### src/rtl/tlb_pkg.sv
package tlb_pkg;
  localparam int unsigned ADDR_W   = 32;
  localparam int unsigned PRES_BIT = 0;  // present bit in both levels
  localparam int unsigned SIZE_BIT = 7;  // 4-MB page select in directory entry

  typedef enum logic [1:0] {
    WK_IDLE,
    WK_DIR,
    WK_TBL
  } walk_state_e;
endpackage

### src/rtl/tlb_array.sv
module tlb_array #(
  parameter int unsigned WAYS  = 4,
  parameter int unsigned TAG_W = 20,
  parameter int unsigned PFN_W = 20
) (
  input  logic             clk_i,
  input  logic             rst_ni,
  input  logic             flush_i,
  input  logic [TAG_W-1:0] look_tag_i,
  output logic             hit_o,
  output logic [PFN_W-1:0] pfn_o,
  input  logic             fill_i,
  input  logic [TAG_W-1:0] fill_tag_i,
  input  logic [PFN_W-1:0] fill_pfn_i
);
  localparam int unsigned IDX_W = (WAYS > 1) ? $clog2(WAYS) : 1;

  logic [WAYS-1:0]  valid_q;
  logic [TAG_W-1:0] tag_q [WAYS];
  logic [PFN_W-1:0] pfn_q [WAYS];
  logic [WAYS-1:0]  match;
  logic [IDX_W-1:0] ptr_q;

  for (genvar w = 0; w < WAYS; w++) begin : g_way
    assign match[w] = valid_q[w] && (tag_q[w] == look_tag_i);

    always_ff @(posedge clk_i or negedge rst_ni) begin
      if (!rst_ni) begin
        valid_q[w] <= 1'b0;
        tag_q[w]   <= '0;
        pfn_q[w]   <= '0;
      end else if (flush_i) begin
        valid_q[w] <= 1'b0;
      end else if (fill_i && ptr_q == IDX_W'(w)) begin
        valid_q[w] <= 1'b1;
        tag_q[w]   <= fill_tag_i;
        pfn_q[w]   <= fill_pfn_i;
      end
    end
  end

  assign hit_o = |match;

  always_comb begin
    pfn_o = '0;
    for (int w = 0; w < WAYS; w++) begin
      if (match[w]) pfn_o = pfn_o | pfn_q[w];
    end
  end

  always_ff @(posedge clk_i or negedge rst_ni) begin
    if (!rst_ni) begin
      ptr_q <= '0;
    end else if (flush_i) begin
      ptr_q <= '0;
    end else if (fill_i) begin
      ptr_q <= (ptr_q == IDX_W'(WAYS - 1)) ? '0 : ptr_q + 1'b1;
    end
  end
endmodule

### src/rtl/page_walker.sv
module page_walker
  import tlb_pkg::*;
(
  input  logic              clk_i,
  input  logic              rst_ni,
  input  logic              start_i,
  input  logic [ADDR_W-1:0] lin_i,
  input  logic [19:0]       dir_base_i,
  output logic              mem_req_o,
  output logic [ADDR_W-1:0] mem_addr_o,
  input  logic              mem_ack_i,
  input  logic [ADDR_W-1:0] mem_rdata_i,
  output logic              busy_o,
  output logic              done_o,
  output logic              fault_o,
  output logic              large_o,
  output logic [19:0]       frame_o
);
  walk_state_e       state_q;
  logic [ADDR_W-1:0] lin_q;
  logic [19:0]       tbl_q;
  logic              pres, big;

  assign pres = mem_rdata_i[PRES_BIT];
  assign big  = mem_rdata_i[SIZE_BIT];

  assign busy_o    = (state_q != WK_IDLE);
  assign mem_req_o = busy_o;

  always_comb begin
    mem_addr_o = '0;
    if (state_q == WK_DIR)      mem_addr_o = {dir_base_i, lin_q[31:22], 2'b00};
    else if (state_q == WK_TBL) mem_addr_o = {tbl_q, lin_q[21:12], 2'b00};
  end

  assign done_o  = mem_ack_i && ((state_q == WK_TBL) ||
                                 (state_q == WK_DIR && (!pres || big)));
  assign fault_o = done_o && !pres;
  assign large_o = (state_q == WK_DIR);
  assign frame_o = mem_rdata_i[31:12];

  always_ff @(posedge clk_i or negedge rst_ni) begin
    if (!rst_ni) begin
      state_q <= WK_IDLE;
      lin_q   <= '0;
      tbl_q   <= '0;
    end else begin
      unique case (state_q)
        WK_IDLE: if (start_i) begin
          state_q <= WK_DIR;
          lin_q   <= lin_i;
        end
        WK_DIR: if (mem_ack_i) begin
          if (pres && !big) begin
            state_q <= WK_TBL;
            tbl_q   <= mem_rdata_i[31:12];
          end else begin
            state_q <= WK_IDLE;
          end
        end
        WK_TBL: if (mem_ack_i) state_q <= WK_IDLE;
        default: state_q <= WK_IDLE;
      endcase
    end
  end
endmodule

### src/rtl/dual_tlb_walker.sv
module dual_tlb_walker
  import tlb_pkg::*;
#(
  parameter int unsigned SMALL_WAYS = 4,
  parameter int unsigned LARGE_WAYS = 4
) (
  input  logic        clk_i,
  input  logic        rst_ni,
  input  logic        cr3_we_i,
  input  logic [31:0] cr3_wdata_i,
  input  logic        req_valid_i,
  input  logic [31:0] req_lin_i,
  output logic        req_ready_o,
  output logic        res_valid_o,
  output logic        res_fault_o,
  output logic        res_hit_o,
  output logic [31:0] res_pa_o,
  output logic        mem_req_o,
  output logic [31:0] mem_addr_o,
  input  logic        mem_ack_i,
  input  logic [31:0] mem_rdata_i
);
  localparam int unsigned S_TAG_W = 20;
  localparam int unsigned L_TAG_W = 10;

  logic [31:0]        cr3_q;
  logic [31:0]        lin_q;
  logic               accept, any_hit;
  logic               s_hit, l_hit;
  logic [S_TAG_W-1:0] s_pfn;
  logic [L_TAG_W-1:0] l_pfn;
  logic               walk_busy, walk_done, walk_fault, walk_large;
  logic [19:0]        walk_frame;
  logic               s_fill, l_fill;

  logic        res_valid_q, res_fault_q, res_hit_q;
  logic [31:0] res_pa_q;

  assign req_ready_o = !walk_busy && !cr3_we_i;
  assign accept      = req_valid_i && req_ready_o;
  assign any_hit     = s_hit || l_hit;
  assign s_fill      = walk_done && !walk_fault && !walk_large;
  assign l_fill      = walk_done && !walk_fault && walk_large;

  tlb_array #(.WAYS(SMALL_WAYS), .TAG_W(S_TAG_W), .PFN_W(S_TAG_W)) u_small (
    .clk_i      (clk_i),
    .rst_ni     (rst_ni),
    .flush_i    (cr3_we_i),
    .look_tag_i (req_lin_i[31:12]),
    .hit_o      (s_hit),
    .pfn_o      (s_pfn),
    .fill_i     (s_fill),
    .fill_tag_i (lin_q[31:12]),
    .fill_pfn_i (walk_frame)
  );

  tlb_array #(.WAYS(LARGE_WAYS), .TAG_W(L_TAG_W), .PFN_W(L_TAG_W)) u_large (
    .clk_i      (clk_i),
    .rst_ni     (rst_ni),
    .flush_i    (cr3_we_i),
    .look_tag_i (req_lin_i[31:22]),
    .hit_o      (l_hit),
    .pfn_o      (l_pfn),
    .fill_i     (l_fill),
    .fill_tag_i (lin_q[31:22]),
    .fill_pfn_i (walk_frame[19:10])
  );

  page_walker u_walk (
    .clk_i       (clk_i),
    .rst_ni      (rst_ni),
    .start_i     (accept && !any_hit),
    .lin_i       (req_lin_i),
    .dir_base_i  (cr3_q[31:12]),
    .mem_req_o   (mem_req_o),
    .mem_addr_o  (mem_addr_o),
    .mem_ack_i   (mem_ack_i),
    .mem_rdata_i (mem_rdata_i),
    .busy_o      (walk_busy),
    .done_o      (walk_done),
    .fault_o     (walk_fault),
    .large_o     (walk_large),
    .frame_o     (walk_frame)
  );

  always_ff @(posedge clk_i or negedge rst_ni) begin
    if (!rst_ni) begin
      cr3_q <= '0;
      lin_q <= '0;
    end else begin
      if (cr3_we_i) cr3_q <= cr3_wdata_i;
      if (accept)   lin_q <= req_lin_i;
    end
  end

  always_ff @(posedge clk_i or negedge rst_ni) begin
    if (!rst_ni) begin
      res_valid_q <= 1'b0;
      res_fault_q <= 1'b0;
      res_hit_q   <= 1'b0;
      res_pa_q    <= '0;
    end else begin
      res_valid_q <= 1'b0;
      res_fault_q <= 1'b0;
      if (accept && any_hit) begin
        res_valid_q <= 1'b1;
        res_hit_q   <= 1'b1;
        // 4-KB entry takes priority should both ever match
        res_pa_q    <= s_hit ? {s_pfn, req_lin_i[11:0]} : {l_pfn, req_lin_i[21:0]};
      end else if (walk_done) begin
        res_hit_q <= 1'b0;
        if (walk_fault) begin
          res_fault_q <= 1'b1;
        end else begin
          res_valid_q <= 1'b1;
          res_pa_q    <= walk_large ? {walk_frame[19:10], lin_q[21:0]}
                                    : {walk_frame, lin_q[11:0]};
        end
      end
    end
  end

  assign res_valid_o = res_valid_q;
  assign res_fault_o = res_fault_q;
  assign res_hit_o   = res_hit_q;
  assign res_pa_o    = res_pa_q;
endmodule

### config.mk
export PLATFORM = sky130hd
export DESIGN_NAME = dual_tlb_walker
export DESIGN_NICKNAME = d
export VERILOG_FILES = /design/src/rtl/tlb_pkg.sv /design/src/rtl/tlb_array.sv /design/src/rtl/page_walker.sv /design/src/rtl/dual_tlb_walker.sv
export SDC_FILE = /design/constraint.sdc
export NUM_CORES = 1
export LEC_CHECK = 0
export BUFFER_PORTS_ARGS = -buffer_cell sky130_fd_sc_hd__buf_2
export CAP_MARGIN = 15
export CORE_ASPECT_RATIO = 1.5
export CORE_MARGIN = 1.5
export CORE_UTILIZATION = 46
export DETAILED_ROUTE_END_ITERATION = 8
export SYNTH_ARGS = -nofsm -noshare
export SYNTH_HDL_FRONTEND = slang
export SYNTH_SLANG_ARGS = --single-unit
### constraint.sdc
create_clock -name clk_i -period 4.8 [get_ports clk_i]
set_input_delay 0.24 -clock clk_i [delete_from_list [all_inputs] [get_ports clk_i]]
set_output_delay 0.24 -clock clk_i [all_outputs]
set_load 0.05 [all_outputs]
-- Word-level counts from Yosys, hierarchy flattened
Cells that the tools add are included.
- logic and storage cells: 180
- output and inout port bits: 69
- bits in registers: 405
- add/subtract/negate cells: 2
- mux-type cells: 50
- equality and inequality tests: 20
- bitwise gates (word level): 7
- reductions and logical operators: 66
- operator list (operator ; number):
    2-to-1 mux 32 bit ; 6
    equality test 20 bit ; 4
    2-to-1 mux 20 bit ; 4
    bitwise OR 20 bit ; 3
    equality test 10 bit ; 4
    2-to-1 mux 10 bit ; 4
    bitwise OR 10 bit ; 3
    logical AND 1 bit ; 27
    2-to-1 mux 1 bit ; 24
    nonzero test 2 bit ; 12
    2-to-1 mux 22 bit ; 1
    2-to-1 mux 2 bit ; 10
    AND reduction 2 bit ; 10
    equality test 2 bit, second input constant ; 5
    OR reduction 4 bit ; 2
    zero test 1 bit ; 7
    equality test 2 x 1 -> 1 bit, second input constant ; 3
    zero test 2 bit ; 3
    one-hot mux 2 bit (3 select lines) ; 1
    AND reduction 3 bit ; 2
    adder 2 x 1 -> 2 bit, second input constant ; 2
    inequality test 2 x 1 -> 1 bit, second input constant ; 2
    inequality test 2 bit, second input constant ; 2
    logical OR 1 bit ; 3
    NOT 1 bit ; 1

-- Longest topological paths before layout
- depth in word-level cells: 12
- depth in mapped cells: 10
- mapped depth without buffers: 7

-- Hierarchy
A second synthesis with hierarchy kept.
- cells, all modules: 1377
- area total of the unflattened synthesis: 18245.0 sq um
- by module, submodules not included (module ; cells an instance ; instances ; area each (sq um)):
    tlb_array (u_small) ; 615 ; 1 ; 7858.8
    tlb_array (u_large) ; 341 ; 1 ; 4289.1
    dual_tlb_walker ; 261 ; 1 ; 3900.0
    page_walker ; 160 ; 1 ; 2197.1

-- Worst setup path before layout
Ideal clock, no wire load.
- path type: register -> register
- start point: reg u_walk.state_q[1]
- end point: reg u_walk.lin_q[12]
- clock period less this slack: 2.811 ns
- arrival: 2.686 ns
- path slack: 1.989 ns
- stages on the path, launching flop included: 7
- data required time: 4.675 ns
- path through: dfrtp_1 -> or2_2 -> nor2_1 -> nand2_1 -> nor3_2 -> buf_2 -> mux2_2
- longest elaborated chain between the ends: 6
- elaborated cells on any way between the ends: 7
- RTL lines (what ; line ; text):
    start: declaration ; page_walker.sv:19 ; walk_state_e state_q;
    start signal: assignment ; page_walker.sv:44 ; state_q <= WK_IDLE;
    start signal: assignment ; page_walker.sv:50 ; state_q <= WK_DIR;
    start signal: assignment ; page_walker.sv:55 ; state_q <= WK_TBL;
    nonzero test 2 bit ; page_walker.sv:27 ; assign busy_o = (state_q != WK_IDLE);
    named net mem_req_o ; dual_tlb_walker.sv:18 ; output logic mem_req_o,
    zero test 1 bit ; dual_tlb_walker.sv:39 ; assign req_ready_o = !walk_busy && !cr3_we_i;
    logical AND 1 bit ; dual_tlb_walker.sv:39 ;
    named net req_ready_o ; dual_tlb_walker.sv:13 ; output logic req_ready_o,
    logical AND 1 bit ; dual_tlb_walker.sv:40 ; assign accept = req_valid_i && req_ready_o;
    logical AND 1 bit ; dual_tlb_walker.sv:72 ; .start_i (accept && !any_hit),
    AND reduction 2 bit (no source line) ; - ;
    end signal: assignment ; page_walker.sv:51 ; lin_q <= lin_i;
    end: declaration ; page_walker.sv:20 ; logic [ADDR_W-1:0] lin_q;
The timed path passes the listed nets, and every way through them passes these cells.
A chain may end at the register's enable or synchronous reset.

-- Worst setup path in the final report
- start point: reg u_small.tag_q[66] (netlist bit)
- end point: reg res_pa_q[24], in the netlist res_pa_o[24]
- longest elaborated chain between the ends: 11
- elaborated cells on any way between the ends: 17
- RTL lines (what ; line ; text):
    start: declaration ; tlb_array.sv:19 ; logic [TAG_W-1:0] tag_q [WAYS];
    start signal: indexed assignment ; tlb_array.sv:36 ; tag_q[w] <= fill_tag_i;
    equality test 20 bit (*) ; tlb_array.sv:25 ; assign match[w] = valid_q[w] && (tag_q[w] == look_tag_i);
    logical AND 1 bit (*) ; tlb_array.sv:25 ;
    2-to-1 mux 20 bit ; tlb_array.sv:47 ; if (match[w]) pfn_o = pfn_o | pfn_q[w];
    bitwise OR 20 bit ; tlb_array.sv:47 ;
    2-to-1 mux 20 bit ; tlb_array.sv:47 ;
    bitwise OR 20 bit ; tlb_array.sv:47 ;
    2-to-1 mux 20 bit ; tlb_array.sv:47 ;
    bitwise OR 20 bit ; tlb_array.sv:47 ;
    2-to-1 mux 20 bit ; tlb_array.sv:47 ;
    2-to-1 mux 32 bit ; dual_tlb_walker.sv:109 ; res_pa_q <= s_hit ? {s_pfn, req_lin_i[11:0]} : {l_pfn, req_lin_i[21:0]};
    2-to-1 mux 32 bit ; dual_tlb_walker.sv:105 ; if (accept && any_hit) begin
    end signal: assignment ; dual_tlb_walker.sv:109 ;
    end signal: assignment ; dual_tlb_walker.sv:116 ; res_pa_q <= walk_large ? {walk_frame[19:10], lin_q[21:0]}
    end: declaration ; dual_tlb_walker.sv:37 ; logic [31:0] res_pa_q;
Mark *: on every way between the ends. The rest lies on a longest branch, timed or not.

==> impl_metrics.tcl <==
set metrics [dict create \
    vias 11745 \
    pin_count 170 \
    wire_per_inst_um 21.8 \
    rows 87 \
    vias_per_cell 5.58 \
    yosysTopAreaCell "dfrtp_1" \
    crit_required_ns 5.18 \
    max_slew_margin_pct 27.1 \
    max-cap-violations 0 \
    fp.coreArea_um2 37600 \
    cp_slowest_stage_delay_ns 0.68 \
    path_class "reg -> reg" \
    start_util_pct 46.6 \
    cp-end-kind "flop" \
    grt_max_degree 119 \
    cts_buffer_depth 3 \
    drive_above_1_share_pct 32.1 \
    grt_pass1_vias 12465 \
    synth.top_cell.area_share_pct 54.5 \
    path_cells "xor2_1 > nor4_1 > and3_1 > and2_1 > nor3_1 > buf_4 > o32ai_1 > a22oi_1" \
    clockRootBuffer "clkbuf_16" \
    area_growth_pct 15.0 \
    dr.pass1.iters 5 \
    p_leak_uw 0.00952 \
    fillers 3260 \
    antenna_found_initial 3 \
    maxClockFrequency_ghz 0.295 \
    crit_buf_inv 1 \
    synth_edf_count 0 \
    hpwl_um 30500 \
    routed_wl_um 45800 \
    cts-hold-fix-buffers 36 \
    gp_congestion 0.799 \
    cpLargestDelayFamily "simple AND/OR/NAND/NOR gates" \
    cts_buffers 38 \
    min_period_ns 3.39 \
    post_cts_buffers 0 \
    cts_tree "built" \
    setup_violations 0 \
    finalHoldViolations 0 \
    cts.sinks 381 \
    synth_seq_cells 381 \
    seq_area_frac_synth_pct 54.5 \
    rsz0062_at_grt "no" \
    vdd_drop_max_uv 257 \
    drc 0 \
    crit_path_max_fanout 13 \
    synth.distinct_cells 41 \
    grt_usage_pct 23.9 \
    post_cts_resized 0 \
    async_flop_share_pct 100 \
    finalWorstSetupSlack_ns 1.41 \
    finalClockSkew_ns 0.0161 \
    nets 1702 \
    critPathArrivalTime_ns 3.77 \
    yosysWarningCount 0 \
    critPathSlowestCell "and3_1" \
    drtIter0Drc 683 \
    synth_cells 1457 \
    power-per-cell-area_nw_per_um2 426 \
    grt_pass1_wl_um 72200 \
    dp_worst_setup_slack_ns 1.08 \
    tightest_slew_ns 1.09 \
    mappedNetlistArea_um2 17500 \
    grt.overflow.total 0 \
    hold_class "in -> reg" \
    clk_pin_slew_ns 0.06 \
    fin_setup_tns_ns 0 \
    antenna_cells 0 \
    clkLatencyLatePin_ns 0.55 \
    finalCritPeriodShare_pct 70.6 \
    dieArea_um2 39300 \
    final_antenna_net_count 0 \
    h-tree-depth 2 \
    avgSynthCellArea_um2 12.0 \
    synthTopCellsByArea "dfrtp_1 (54%), mux2_2 (18%), xnor2_1 (5.3%)" \
    status "finished, final reports clean" \
    report.final.slew_viol_count 0 \
    ys.flop_type "dfrtp_1" \
    port-buffer-count 145 \
    die_h_um 242 \
    die_x_um 162 \
    start_kind "flop" \
]
cell usage after synthesis, drive strengths merged (9+ instances only):
master / n
mux2: 288
a22o: 49
xnor2: 105
nand4: 31
inv: 17
and2: 13
nand2: 176
buf: 63
mux2i: 16
dfrtp: 381
a32oi: 18
clkbuf: 53
o21ai: 24
o32ai: 9
nor2: 35
a22oi: 22
a31oi: 13
nand3: 71
xor2: 16
state kept, by name (all words and copies together), names as in the netlist, 4 cells and up:
name             flops
u_small.tag_q       80
lin_q               32
u_large.valid_q      4
u_small.valid_q      4
u_large.pfn_q       40
u_large.tag_q       40
cr3_q               20
u_small.pfn_q       80
u_walk.tbl_q        20
u_walk.lin_q        20
res_pa_o            32
layout by cell type (no fill, tap or decap), drive strengths merged, types with 2 or more instances in the layout:
cell type	count
a21o	7
a22oi	22
a32oi	18
a31oi	13
clkbuf	59
and3	7
inv	19
clkinv	2
dlygate4sd3	36
xnor2	105
o21ai	24
nor2b	3
mux2	288
nor2	35
nor3	8
nand2	176
nand4	31
a21oi	2
mux2i	16
dfrtp	381
a22o	49
ha	8
and2	13
o32ai	9
nor4	8
buf	175
xor2	16
nand2b	7
conb	2
nand3	71
metal layers:
metal,global-route usage [%],up-vias,part of all wire (%)
met4,7.69,6,2.5
li1,-,5354,-
met5,0,-,0.092
met3,3.46,68,4.2
met1,30.4,6040,42
met2,41.5,277,51
stage by stage:
step / hold slack [ns] / cells / instance area (um^2) / power, uW / util, %
final: 0.0216 / 2105 / 20100 / 8570 / 53.6
after global routing: 0.0260 / 2105 / 20100 / 8950 / 53.6
after CTS: 0.00620 / 2104 / 20100 / 8650 / 53.5
after detailed placement: 0.394 / 2005 / 18600 / 5810 / 49.5
after global placement: 0.391 / 2005 / 18600 / 5760 / 49.5
after floorplan: -0.0556 / 1458 / 17500 / 5250 / -
final timing paths:
check / start / endpoint / slack, ns / depth (start not counted)
max in group asynchronous: rst_ni / res_pa_o[6] / 3.22 / 3
min: mem_rdata_i[15] / u_small.pfn_q[43] / 0.02 / 2
max: u_small.tag_q[66] / res_pa_o[24] / 1.41 / 8
min in group asynchronous: rst_ni / u_walk.state_q[1] / 0.37 / 2
max reg2reg: u_small.tag_q[66] / res_pa_o[24] / 1.41 / 8
min reg2reg: lin_q[3] / lin_q[3] / 0.47 / 2
area by class of cell:
| type | instances | area (um^2) | area share [%] |
|---|---|---|---|
| clock buffers | 59 | 1110 | 5.52 |
| flip-flops and latches | 381 | 9530 | 47.4 |
| repair buffers | 211 | 1370 | 6.79 |
| inverters | 17 | 63.8 | 0.317 |
| multi-input cells | 944 | 7420 | 36.8 |
| well taps | 489 | 612 | 3.04 |
| clock inverters | 4 | 27.5 | 0.137 |
cell families after synthesis:
group                    after synthesis  synth area share (%)
AND/OR/NAND/NOR                      363                  9.53
AO/OA/AOI/OAI                        146                  6.46
adder cells (fa/ha/maj)                8                 0.572
multiplexers                         304                  19.4
flip-flops                           381                  54.5
XOR/XNOR                             121                  6.05
other                                  1                0.0214
buffers and inverters                133                  3.45
where the power goes:
part / internal (uW) / leakage, uW / total, uW / switching [uW]
clock: 1590 / 0.000557 / 2810 / 1220
sequential: 3700 / 0.00497 / 4080 / 375
combinational: 630 / 0.00399 / 1680 / 1050
total: 5920 / 0.00952 / 8570 / 2650
(Power assumes the default switching activity.)
